`src/rtl/ser_audio_pkg.sv`:
```
package ser_audio_pkg;

    typedef enum logic [2:0] {
        FMT_LSB16 = 3'b000,
        FMT_LSB20 = 3'b001,
        FMT_MSB24 = 3'b010,
        FMT_I2S24 = 3'b011,
        FMT_LSB24 = 3'b100
    } fmt_e;

    localparam int NUM_RALIGN = 3;

    // Unused codes fall back to the MSB-justified layout.
    function automatic fmt_e decode_fmt(input logic [2:0] code);
        case (code)
            3'b000:  return FMT_LSB16;
            3'b001:  return FMT_LSB20;
            3'b011:  return FMT_I2S24;
            3'b100:  return FMT_LSB24;
            default: return FMT_MSB24;
        endcase
    endfunction

    function automatic logic is_ralign(input fmt_e f);
        return (f == FMT_LSB16) || (f == FMT_LSB20) || (f == FMT_LSB24);
    endfunction

endpackage

```
`src/rtl/ser_audio_front.sv`:
```
// Registers the serial inputs and builds a uniform "view": one data bit,
// the channel it belongs to, and a marker for the first bit of a half.
// For the delayed layout the word clock is delayed by one extra bit so
// that the rest of the datapath sees an MSB-justified stream.
module ser_audio_front #(
    parameter int WARM_N = 3
) (
    input  logic clk,
    input  logic rst_n,
    input  logic wclk_i,
    input  logic sdata_i,
    input  logic i2s_i,
    output logic bit_o,
    output logic left_o,
    output logic edge_o
);

    typedef struct packed {
        logic              sd;
        logic              lr;
        logic              lr_dly;
        logic              prev_left;
        logic [WARM_N-1:0] warm;
    } front_t;

    front_t f_d, f_q;
    logic   view_left;

    always_comb begin
        view_left = i2s_i ? ~f_q.lr_dly : f_q.lr;
        f_d           = f_q;
        f_d.sd        = sdata_i;
        f_d.lr        = wclk_i;
        f_d.lr_dly    = f_q.lr;
        f_d.prev_left = view_left;
        f_d.warm      = {f_q.warm[WARM_N-2:0], 1'b1};
    end

    always_ff @(posedge clk or negedge rst_n) begin
        if (!rst_n) f_q <= '0;
        else        f_q <= f_d;
    end

    assign bit_o  = f_q.sd;
    assign left_o = view_left;
    // Edges are suppressed until the delay line holds real samples.
    assign edge_o = f_q.warm[WARM_N-1] && (view_left != f_q.prev_left);

endmodule

```
`src/rtl/ser_audio_word.sv`:
```
// Collects the bits of one half-frame and produces the aligned sample
// of the half that is ending whenever edge_i marks the start of a new one.
module ser_audio_word
    import ser_audio_pkg::*;
#(
    parameter int SAMPLE_W = 24,
    parameter int NARROW_W = 16,
    parameter int MID_W    = 20
) (
    input  logic                clk,
    input  logic                rst_n,
    input  logic                bit_i,
    input  logic                edge_i,
    input  fmt_e                fmt_i,
    output logic [SAMPLE_W-1:0] word_o
);

    localparam int CNT_W = $clog2(SAMPLE_W + 1);
    localparam logic [CNT_W-1:0] FULL = CNT_W'(SAMPLE_W);

    typedef struct packed {
        logic [SAMPLE_W-1:0] acc;
        logic [CNT_W-1:0]    cnt;
    } word_t;

    word_t w_d, w_q;

    logic [NUM_RALIGN-1:0][SAMPLE_W-1:0] ralign_word;
    logic [SAMPLE_W-1:0]                 ljust_word;

    // Right-aligned candidates: keep the low W bits, sign-extended.
    for (genvar g = 0; g < NUM_RALIGN; g++) begin : g_ralign
        localparam int W  = (g == 0) ? NARROW_W : (g == 1) ? MID_W : SAMPLE_W;
        localparam int SH = SAMPLE_W - W;
        logic signed [SAMPLE_W-1:0] up;
        assign up             = $signed(w_q.acc << SH);
        assign ralign_word[g] = up >>> SH;
    end

    // Left-justified: a short half is moved to the top, zeros below.
    always_comb begin
        if (w_q.cnt >= FULL) ljust_word = w_q.acc;
        else                 ljust_word = w_q.acc << (FULL - w_q.cnt);
    end

    always_comb begin
        case (fmt_i)
            FMT_LSB16: word_o = ralign_word[0];
            FMT_LSB20: word_o = ralign_word[1];
            FMT_LSB24: word_o = ralign_word[2];
            default:   word_o = ljust_word;
        endcase
    end

    always_comb begin
        w_d = w_q;
        if (edge_i) begin
            w_d.acc = {{(SAMPLE_W-1){1'b0}}, bit_i};
            w_d.cnt = CNT_W'(1);
        end else begin
            if (is_ralign(fmt_i) || (w_q.cnt < FULL)) begin
                w_d.acc = {w_q.acc[SAMPLE_W-2:0], bit_i};
            end
            if (w_q.cnt < FULL) begin
                w_d.cnt = w_q.cnt + CNT_W'(1);
            end
        end
    end

    always_ff @(posedge clk or negedge rst_n) begin
        if (!rst_n) w_q <= '0;
        else        w_q <= w_d;
    end

endmodule

```
`src/rtl/ser_audio_pair.sv`:
```
// Pairs a finished left sample with the following right sample and
// publishes them together with a one-cycle strobe.
module ser_audio_pair #(
    parameter int SAMPLE_W = 24
) (
    input  logic                clk,
    input  logic                rst_n,
    input  logic                fin_i,
    input  logic                ended_left_i,
    input  logic [SAMPLE_W-1:0] word_i,
    output logic [SAMPLE_W-1:0] left_o,
    output logic [SAMPLE_W-1:0] right_o,
    output logic                valid_o,
    output logic                locked_o
);

    typedef struct packed {
        logic                locked;
        logic                have_left;
        logic [SAMPLE_W-1:0] hold;
        logic [SAMPLE_W-1:0] left;
        logic [SAMPLE_W-1:0] right;
        logic                valid;
    } pair_t;

    pair_t p_d, p_q;

    always_comb begin
        p_d       = p_q;
        p_d.valid = 1'b0;
        if (fin_i) begin
            p_d.locked = 1'b1;
            // The half ending at the first transition began mid-way: drop it.
            if (p_q.locked) begin
                if (ended_left_i) begin
                    p_d.hold      = word_i;
                    p_d.have_left = 1'b1;
                end else begin
                    if (p_q.have_left) begin
                        p_d.left  = p_q.hold;
                        p_d.right = word_i;
                        p_d.valid = 1'b1;
                    end
                    p_d.have_left = 1'b0;
                end
            end
        end
    end

    always_ff @(posedge clk or negedge rst_n) begin
        if (!rst_n) p_q <= '0;
        else        p_q <= p_d;
    end

    assign left_o   = p_q.left;
    assign right_o  = p_q.right;
    assign valid_o  = p_q.valid;
    assign locked_o = p_q.locked;

endmodule

```
`src/rtl/ser_audio_rx.sv`:
```
module ser_audio_rx
    import ser_audio_pkg::*;
#(
    parameter int SAMPLE_W = 24,
    parameter int NARROW_W = 16,
    parameter int MID_W    = 20,
    parameter int WARM_N   = 3
) (
    input  logic                clk,
    input  logic                rst_n,
    input  logic                wclk_i,
    input  logic                sdata_i,
    input  logic [2:0]          fmt_sel_i,
    output logic [SAMPLE_W-1:0] left_o,
    output logic [SAMPLE_W-1:0] right_o,
    output logic                valid_o
);

    typedef struct packed {
        fmt_e fmt;
    } ctl_t;

    ctl_t                ctl_d, ctl_q;
    fmt_e                fmt_cur;
    logic                locked;
    logic                fin;
    logic                view_left;
    logic                ended_left;
    logic                bit_v;
    logic [SAMPLE_W-1:0] word;

    assign fmt_cur = ctl_q.fmt;

    // Format follows the select only until the stream is locked.
    always_comb begin
        ctl_d = ctl_q;
        if (!locked) ctl_d.fmt = decode_fmt(fmt_sel_i);
    end

    always_ff @(posedge clk or negedge rst_n) begin
        if (!rst_n) ctl_q <= '{fmt: FMT_MSB24};
        else        ctl_q <= ctl_d;
    end

    ser_audio_front #(
        .WARM_N (WARM_N)
    ) u_front (
        .clk     (clk),
        .rst_n   (rst_n),
        .wclk_i  (wclk_i),
        .sdata_i (sdata_i),
        .i2s_i   (fmt_cur == FMT_I2S24),
        .bit_o   (bit_v),
        .left_o  (view_left),
        .edge_o  (fin)
    );

    assign ended_left = ~view_left;

    ser_audio_word #(
        .SAMPLE_W (SAMPLE_W),
        .NARROW_W (NARROW_W),
        .MID_W    (MID_W)
    ) u_word (
        .clk    (clk),
        .rst_n  (rst_n),
        .bit_i  (bit_v),
        .edge_i (fin),
        .fmt_i  (fmt_cur),
        .word_o (word)
    );

    ser_audio_pair #(
        .SAMPLE_W (SAMPLE_W)
    ) u_pair (
        .clk          (clk),
        .rst_n        (rst_n),
        .fin_i        (fin),
        .ended_left_i (ended_left),
        .word_i       (word),
        .left_o       (left_o),
        .right_o      (right_o),
        .valid_o      (valid_o),
        .locked_o     (locked)
    );

endmodule

```
`config.mk`:
```
export PLATFORM = sky130hd
export DESIGN_NAME = ser_audio_rx
export DESIGN_NICKNAME = d
export VERILOG_FILES = /design/src/rtl/ser_audio_pkg.sv /design/src/rtl/ser_audio_front.sv /design/src/rtl/ser_audio_word.sv /design/src/rtl/ser_audio_pair.sv /design/src/rtl/ser_audio_rx.sv
export SDC_FILE = /design/constraint.sdc
export NUM_CORES = 1
export LEC_CHECK = 0
export BUFFER_PORTS_ARGS = -buffer_cell sky130_fd_sc_hd__buf_2
export CAP_MARGIN = 20
export CORE_UTILIZATION = 56
export CTS_BUF_LIST = sky130_fd_sc_hd__clkbuf_2 sky130_fd_sc_hd__clkbuf_4 sky130_fd_sc_hd__clkbuf_8
export CTS_CLUSTER_DIAMETER = 150
export CTS_CLUSTER_SIZE = 28
export DETAILED_ROUTE_END_ITERATION = 6
export PLACE_DENSITY = 0.79
export SLEW_MARGIN = 0
export SYNTH_ARGS = -nofsm -noshare
export SYNTH_HDL_FRONTEND = slang
export SYNTH_HIERARCHICAL = 1
export SYNTH_SLANG_ARGS = --single-unit
export TNS_END_PERCENT = 30
```
`constraint.sdc`:
```
create_clock -name clk -period 3.21 [get_ports clk]
set_input_delay 0.321 -clock clk [delete_from_list [all_inputs] [get_ports clk]]
set_output_delay 0.321 -clock clk [all_outputs]
set_load 0.02 [all_outputs]
```
==> results of run 1 <==
==> worst paths after layout <==
path                                endpoint  slack, ns  cells after the start
max                           u_pair/p_q[71]       0.33                      8
min                                 ctl_q[2]       0.09                      2
max reg2reg                   u_pair/p_q[71]       0.33                      8
min reg2reg                   u_front/f_q[2]       0.35                      0
max in group asynchronous  u_pair/left_o[23]       1.96                      3
min in group asynchronous     u_front/f_d[1]       0.47                      2
==> logic make-up after synthesis <==
logic type | after synthesis | synth area share [%]
muxes | 145 | 28.03
and+or+nand+nor | 126 | 9.325
DFF | 114 | 44.50
buffers and inverters | 93 | 9.169
AOI/OAI and AO/OA | 61 | 7.218
xor gates and xnor gates | 7 | 1.307
adders and majority gates | 2 | 0.3901
other | 1 | 0.05847
==> sequential cells by signal, summed over array words and instances, names as in the netlist <==
name / flops
u_front/bit_o: 1
u_pair/locked_o: 1
u_pair/left_o: 24
u_front/f_q: 3
u_word/w_q: 5
ctl_q: 3
u_front/f_d: 3
u_pair/right_o: 24
u_pair/valid_o: 1
u_pair/p_q: 25
u_word/g_ralign.up: 24
==> per-layer routing <==
| metal | vias to the layer above | GRT usage [%] | routed length (um) |
|---|---|---|---|
| met5 | - | 0 | 0 |
| met3 | 26 | 8.249 | 778 |
| met2 | 146 | 39.31 | 6541 |
| li1 | 1939 | - | - |
| met4 | 0 | 10.33 | 337 |
| met1 | 2126 | 34.04 | 6471 |
==> through the flow <==
step	power [mW]	hold slack, ns	setup WS, ns	cells
after CTS	6.850	0.04388	0.3639	710
final	6.821	0.08558	0.3287	710
after global routing	7.235	0.05510	0.2107	710
after detailed placement	5.498	0.3379	0.3810	675
after global placement	5.453	0.3347	0.4181	675
after floorplan	4.836	0.02541	0.08226	549
==> report_power, final <==
part	internal, mW	switching (mW)
Combinational	1.43	1.89
Clock	0.715	0.614
Sequential	1.84	0.332
==> layout make-up <==
cell class	instances	area, um2
fill	853	4083
clock buffer	18	247.7
clock inverter	14	151.4
inverter	7	26.28
multi-input combinational	342	2985
timing repair buffer	75	460.4
sequential	114	2854
tap	140	175.2
==> cells in the mapped netlist, types with 3 or more instances <==
| master | instances |
|---|---|
| a31oi_1 | 4 |
| o21ai_0 | 11 |
| nor2_1 | 40 |
| mux2i_1 | 50 |
| mux4_2 | 17 |
| buf_2 | 17 |
| dfrtp_1 | 113 |
| xor2_1 | 3 |
| nand3b_1 | 4 |
| inv_1 | 7 |
| clkbuf_1 | 13 |
| o221ai_1 | 4 |
| a21oi_1 | 8 |
| buf_6 | 3 |
| nor3b_1 | 5 |
| a2bb2oi_1 | 3 |
| mux2_4 | 9 |
| or3_1 | 3 |
| o211ai_1 | 3 |
| nand3_1 | 6 |
| mux2_2 | 68 |
| nand2_1 | 39 |
| buf_4 | 52 |
| nand2b_1 | 5 |
| nor3_1 | 8 |
| a221oi_1 | 3 |
| and2_1 | 4 |
==> what timing repair did <==
| item | 4_1_cts | 5_1_grt |
|---|---|---|
| hold buffers | 3 | 0 |
| buffers inserted | 0 | 0 |
| setup endpoints to repair | 0 | 0 |
| endpoints found under the hold margin | 59 | 0 |
| gates resized for setup | 0 | 0 |
==> load_flow_metrics.sql, run 1 <==
INSERT INTO impl_metrics (metric_group, metric, value, unit) VALUES
('setup_path', 'required', '3.53', 'ns'),
('status', 'outcome', 'completed', ''),
('floorplan', 'io_pins', '56', ''),
('pwr', 'leakage', '3.346', 'nW'),
('layout', 'layout.cells.most_common', 'dfrtp_1', ''),
('drt', 'drt-initial-drc-count', '362', ''),
('layout', 'postLayoutCellArea', '0.006900', 'mm2'),
('timing', 'grt_setup_unrepaired', 'false', ''),
('synthesis', 'synth-main-ff-cell', 'dfrtp_1', ''),
('hold_path', 'hp-start', 'fmt_sel_i[1]', ''),
('setup_path', 'critical-path-max-stage-delay', '0.49', 'ns'),
('clocking', 'htree_levels', '4', ''),
('grt', 'grt_usage', '25.79', '%'),
('clocking', 'cts.root.buffer_cell', 'clkbuf_8', ''),
('clocking', 'path_clk_slew', '0.07', 'ns'),
('pwr', 'power_density', '988.5', 'mW/mm2'),
('floorplan', 'die_height', '109.0', 'um'),
('synthesis', 'synth-warning-count', '6', ''),
('setup_path', 'worst-setup-path-type', 'register to register', ''),
('timing', 'min_period', '2.881', 'ns'),
('drt', 'detailroute.via_count', '4237', ''),
('floorplan', 'core_area', '0.01098', 'mm2'),
('floorplan', 'placement_rows', '38', ''),
('setup_path', 'worst-path-buf-inv', '1', ''),
('timing', 'final-setup-viol-count', '0', ''),
('layout', 'final_layout_size_suffix_gt1_share', '37.72', '%'),
('grt', 'antenna_found_initial', '0', ''),
('grt', 'via_count_of_the_first_global_routing_pass', '4098', ''),
('hold_path', 'hold_crit_path_type', 'primary input to register', ''),
('drt', 'detail-route-antenna-nets', '0', ''),
('grt', 'grt_overflow', '0', ''),
('synthesis', 'synth_seq_area_share', '44.50', '%'),
('layout', 'areaGrowthSynthToFinish', '7.589', '%'),
('timing', 'hold_viol', '0', ''),
('drt', 'firstDrtPassIters', '5', ''),
('place', 'port_buffers', '55', ''),
('layout', 'antenna-diode-count', '0', ''),
('grt', 'largest_net_degree_at_the_start_of_global_routing', '60', ''),
('setup_path', 'timing.critical_path.slowest_stage_cell', 'xnor2_2', ''),
('setup_path', 'start_kind', 'register', ''),
('timing', 'worst_slew_pin_slew', '0.8261', 'ns'),
('grt', 'grt_first_pass_wirelength', '22360', 'um'),
('timing', 'timing.max_slew.rel_slack', '44.50', '%'),
('synthesis', 'synth.top_cells.by_area', 'dfrtp_1 44%, mux2_2 12%, mux2i_1 7.8%, buf_4 6.1%, mux4_2 6.0%', ''),
('setup_path', 'timing.critical_path.to_type', 'register', ''),
('synthesis', 'postSynthRegisterBits', '114', ''),
('drt', 'drcViolationCount', '0', ''),
('setup_path', 'regToRegStartpoint', 'u_word/w_q[0]', ''),
('synthesis', 'synthDominantAreaCellType', 'dfrtp_1', ''),
('layout', 'layout.core_utilization', '62.83', '%'),
('synthesis', 'mappedNetlistArea', '0.006414', 'mm2'),
('synthesis', 'synth.net_count', '558', ''),
('clocking', 'cts_tree', 'yes', ''),
('layout', 'most-common-layout-cells', '113 x dfrtp_1, 68 x mux2_2, 54 x buf_2', ''),
('place', 'dp.final_hpwl', '9863', 'um'),
('synthesis', 'yosys.cell_types.count', '61', ''),
('timing', 'post_route_skew', '0.009833', 'ns'),
('setup_path', 'cp_top_family', 'multiplexers', ''),
('run', 'max_cap_violations', '0', ''),
('drt', 'drt-total-wl', '14130', 'um'),
('pwr', 'vdd_ir_drop_max', '0.0006025', 'V'),
('setup_path', 'timing.critical_path.cells', 'inv_1 > ha_1 > xnor2_2 > mux4_2 > and2_1 > a221oi_1 > nand4_1 > mux2_2', ''),
('synthesis', 'area_share_of_the_leading_cell_type_in_the_synthesized_netlist', '44.09', '%'),
('floorplan', 'fp.dieW', '109.0', 'um'),
('timing', 'setup_total_negative_slack', '0', 'ns'),
('clocking', 'clkSinkCount', '114', ''),
('clocking', 'clock_latency_of_the_later_clocked_register_in_the_worst_skew_pair', '0.44', 'ns'),
('synthesis', 'async_s_r_ff_share_synth', '100.0', '%'),
('setup_path', 'critical_path.startpoint', 'u_word/w_q[0]', ''),
('timing', 'max_transition_viols_final', '0', ''),
('timing', 'max_freq', '347.1', 'MHz');
Note: power is estimated with default switching activity, not from simulation.
==> run 2, diff against run 1 <==
--- a/config.mk
+++ b/config.mk
@@ -5,13 +5,13 @@
 export SDC_FILE = /design/constraint.sdc
 export NUM_CORES = 1
 export LEC_CHECK = 0
-export BUFFER_PORTS_ARGS = -buffer_cell sky130_fd_sc_hd__buf_2
 export CAP_MARGIN = 20
-export CORE_UTILIZATION = 56
+export CORE_UTILIZATION = 60
 export CTS_BUF_LIST = sky130_fd_sc_hd__clkbuf_2 sky130_fd_sc_hd__clkbuf_4 sky130_fd_sc_hd__clkbuf_8
 export CTS_CLUSTER_DIAMETER = 150
 export CTS_CLUSTER_SIZE = 28
 export DETAILED_ROUTE_END_ITERATION = 6
+export DONT_BUFFER_PORTS = 1
 export PLACE_DENSITY = 0.79
 export SLEW_MARGIN = 0
 export SYNTH_ARGS = -nofsm -noshare
==> run 2 against run 1 <==
Hold slack worse by 0.059 ns; clock power about the same; sequential power up 14%; highest routed layer unchanged; routed wire length up 6.1%; non-clock buffer count down 48.
==> load_flow_metrics.sql, run 2 (synthesized netlist as in run 1, its figures left out) <==
INSERT INTO impl_metrics (metric_group, metric, value, unit) VALUES
('status', 'outcome', 'completed', ''),
('layout', 'multiInputGateArea', '0.002989', 'mm2'),
('layout', 'stdcell_count', '658', ''),
('floorplan', 'dieArea', '0.01111', 'mm2'),
('run', 'max_cap_violations', '0', ''),
('timing', 'worst_slew_pin_slew', '0.8254', 'ns'),
('grt', 'grt_first_pass_wirelength', '23740', 'um'),
('layout', 'antenna-diode-count', '0', ''),
('grt', 'grt_usage', '28.75', '%'),
('pwr', 'vdd_ir_drop_max', '0.0005177', 'V'),
('timing', 'min_period', '2.805', 'ns'),
('setup_path', 'worst-setup-path-type', 'register to register', ''),
('clocking', 'htree_levels', '4', ''),
('timing', 'max_freq', '356.5', 'MHz'),
('hold_path', 'hold_crit_path_type', 'primary input to register', ''),
('pwr', 'p_clk_share', '20.0', '%'),
('drt', 'drcViolationCount', '0', ''),
('setup_path', 'timing.critical_path.to_type', 'register', ''),
('drt', 'drt-initial-drc-count', '382', ''),
('setup_path', 'critical_path.most_common_cell', 'nor2_1', ''),
('place', 'place.gp.congestion', '0.9670', ''),
('grt', 'via_count_of_the_first_global_routing_pass', '4279', ''),
('setup_path', 'reg2reg_depth', '10', ''),
('grt', 'largest_net_degree_at_the_start_of_global_routing', '115', ''),
('setup_path', 'regToRegStartpoint', 'u_word/w_q[1]', ''),
('setup_path', 'critical-path-max-stage-delay', '0.42', 'ns'),
('clocking', 'cts.root.buffer_cell', 'clkbuf_8', ''),
('setup_path', 'required', '3.53', 'ns'),
('drt', 'firstDrtPassIters', '5', ''),
('place', 'post-place-ws', '0.2928', 'ns'),
('layout', 'layout.area.seq', '0.002854', 'mm2'),
('clocking', 'cts-buffers-inserted', '17', ''),
('clocking', 'path_clk_slew', '0.07', 'ns'),
('setup_path', 'start_kind', 'register', ''),
('timing', 'hold_viol', '0', ''),
('drt', 'routedWlPerCell', '22.78', 'um'),
('timing', 'grt_setup_unrepaired', 'false', ''),
('pwr', 'power_frac_seq', '36.4', '%'),
('timing', 'max_transition_viols_final', '0', ''),
('layout', 'largest_register_ffs', '25', ''),
('setup_path', 'crit_end', 'u_pair/right_o[12]', ''),
('pwr', 'p_int', '3.903', 'mW'),
('floorplan', 'effective_utilization_at_floorplan', '62.13', '%'),
('floorplan', 'fp.dieW', '105.4', 'um'),
('drt', 'drt-total-wl', '14990', 'um'),
('timing', 'final-setup-viol-count', '0', ''),
('layout', 'most-common-layout-cells', '113 x dfrtp_1, 68 x mux2_2, 49 x mux2i_1', ''),
('setup_path', 'maximum_fanout_along_the_worst_path', '28', ''),
('timing', 'finalWorstSetupSlack', '0.4048', 'ns'),
('timing', 'timing.max_slew.rel_slack', '44.50', '%'),
('setup_path', 'worst-path-buf-inv', '3', ''),
('layout', 'finish.net_count', '518', ''),
('setup_path', 'timing.critical_path.cells', 'inv_1 > ha_1 > buf_12 > mux2i_1 > nor2_1 > o31ai_1 > buf_4 > nor2_1 > a221o_1 > mux2_2', ''),
('layout', 'max_flop_register', 'u_pair/p_q', ''),
('grt', 'grt_overflow', '0', ''),
('grt', 'antenna_found_initial', '0', ''),
('layout', 'fillerInstances', '782', ''),
('drt', 'detail-route-antenna-nets', '0', ''),
('layout', 'layout.cells.most_common', 'dfrtp_1', ''),
('layout', 'final_layout_size_suffix_gt1_share', '31.42', '%'),
('clocking', 'cts-root-to-sink-buffers', '2', ''),
('place', 'port_buffers', '0', ''),
('setup_path', 'critical_path.startpoint', 'u_word/w_q[1]', ''),
('drt', 'detail_route.vias_per_cell', '6.299', ''),
('layout', 'areaGrowthSynthToFinish', '4.506', '%'),
('clocking', 'clock_latency_of_the_later_clocked_register_in_the_worst_skew_pair', '0.43', 'ns'),
('floorplan', 'placement_rows', '37', ''),
('timing', 'finalCritPeriodShare', '87.39', '%'),
('timing', 'post_route_skew', '0.008550', 'ns'),
('floorplan', 'die_height', '105.4', 'um'),
('setup_path', 'r2r-end', 'u_pair/right_o[12]', ''),
('place', 'dp.cells', '620', ''),
('pwr', 'sw_frac_of_total', '42.63', '%'),
('clocking', 'cts_tree', 'yes', ''),
('setup_path', 'worst-r2r-setup-slack', '0.40', 'ns'),
('setup_path', 'timing.critical_path.slowest_stage_cell', 'ha_1', ''),
('timing', 'setup_total_negative_slack', '0', 'ns'),
('setup_path', 'cp.depth', '10', ''),
('clocking', 'clkSinkCount', '114', ''),
('place', 'dp.final_hpwl', '10610', 'um'),
('pwr', 'power_density', '1015', 'mW/mm2'),
('pwr', 'power.share.combinational', '43.6', '%'),
('pwr', 'leakage', '3.115', 'nW'),
('setup_path', 'cp_top_family', 'multiplexers', ''),
('floorplan', 'io_pins', '56', ''),
('layout', 'layout.core_utilization', '64.93', '%'),
('setup_path', 'worst-endpoint-arrival', '3.13', 'ns'),
('pwr', 'switching_power', '2.900', 'mW'),
('floorplan', 'core_area', '0.01032', 'mm2'),
('drt', 'detailroute.via_count', '4145', '');
[run 2: changes by cell type in the layout (fill, tap and decap cells not counted)]
| cell | previous run | this run |
|---|---|---|
| xor2_1 | 2 | 3 |
| xnor2_4 | 0 | 1 |
| buf_16 | 0 | 1 |
| clkinvlp_4 | 5 | 2 |
| clkinv_4 | 1 | 5 |
| inv_6 | 4 | 3 |
| dlygate4sd3_1 | 3 | 5 |
| buf_4 | 16 | 19 |
| xnor2_2 | 2 | 1 |
| buf_2 | 54 | 0 |
| xor2_2 | 2 | 1 |
[run 2: final cells by class]
class,instances,share of cell area (%)
multi-input combinational,342,44.60
sequential,114,42.58
timing repair buffer,27,3.883
clock buffer,18,3.696
tap,136,2.539
clock inverter,14,2.315
inverter,7,0.3920
[run 2: power groups by stage]
stage / clock (mW) / combinational, mW / sequential [mW]
detailed placement: 0 / 2.87 / 2.50
floorplan: 0 / 2.80 / 2.04
global route: 1.45 / 3.16 / 2.53
finish: 1.36 / 2.96 / 2.48
global placement: 0 / 2.84 / 2.48
CTS: 1.38 / 2.92 / 2.47
[run 2: worst min path at each step]
| stage | start | endpoint | slack (ns) | depth (start not counted) |
|---|---|---|---|---|
| floorplan | rst_n | ctl_q[0] | 0.03 | 0 |
| global placement | rst_n | u_pair/left_o[10] | 0.03 | 0 |
| detailed placement | rst_n | u_pair/left_o[10] | 0.03 | 0 |
| CTS | fmt_sel_i[0] | ctl_q[0] | 0.02 | 2 |
| global route | fmt_sel_i[0] | ctl_q[0] | 0.04 | 2 |
| finish | fmt_sel_i[0] | ctl_q[0] | 0.03 | 2 |
[run 2: repair_timing]
item                                    4_1_cts  5_1_grt
buffers inserted                              0        0
hold endpoints to repair                    117        0
resized for setup                             0        1
endpoints found under the setup margin        0        1
hold buffers                                  6        0
[run 2: per-layer routing]
layer  up-vias  routed length [um]  share of wire, %  global-route usage, %
li1       1847                   -                 -                      -
met1      2086                6455                43                  38.83
met2       181                7114                47                  45.16
met3        31                 998               6.7                  5.628
met4         0                 424               2.8                  12.88
met5         -                   0                 0                      0
[run 2: stage by stage]
stage / area [um2] / hold slack (ns) / power, mW
6_report: 6703 / 0.02636 / 6.803
5_1_grt: 6703 / 0.03819 / 7.146
4_1_cts: 6691 / 0.02227 / 6.770
3_5_place_dp: 6211 / 0.02831 / 5.368
3_3_place_gp: 6211 / 0.02739 / 5.319
2_1_floorplan: 6414 / 0.02541 / 4.836
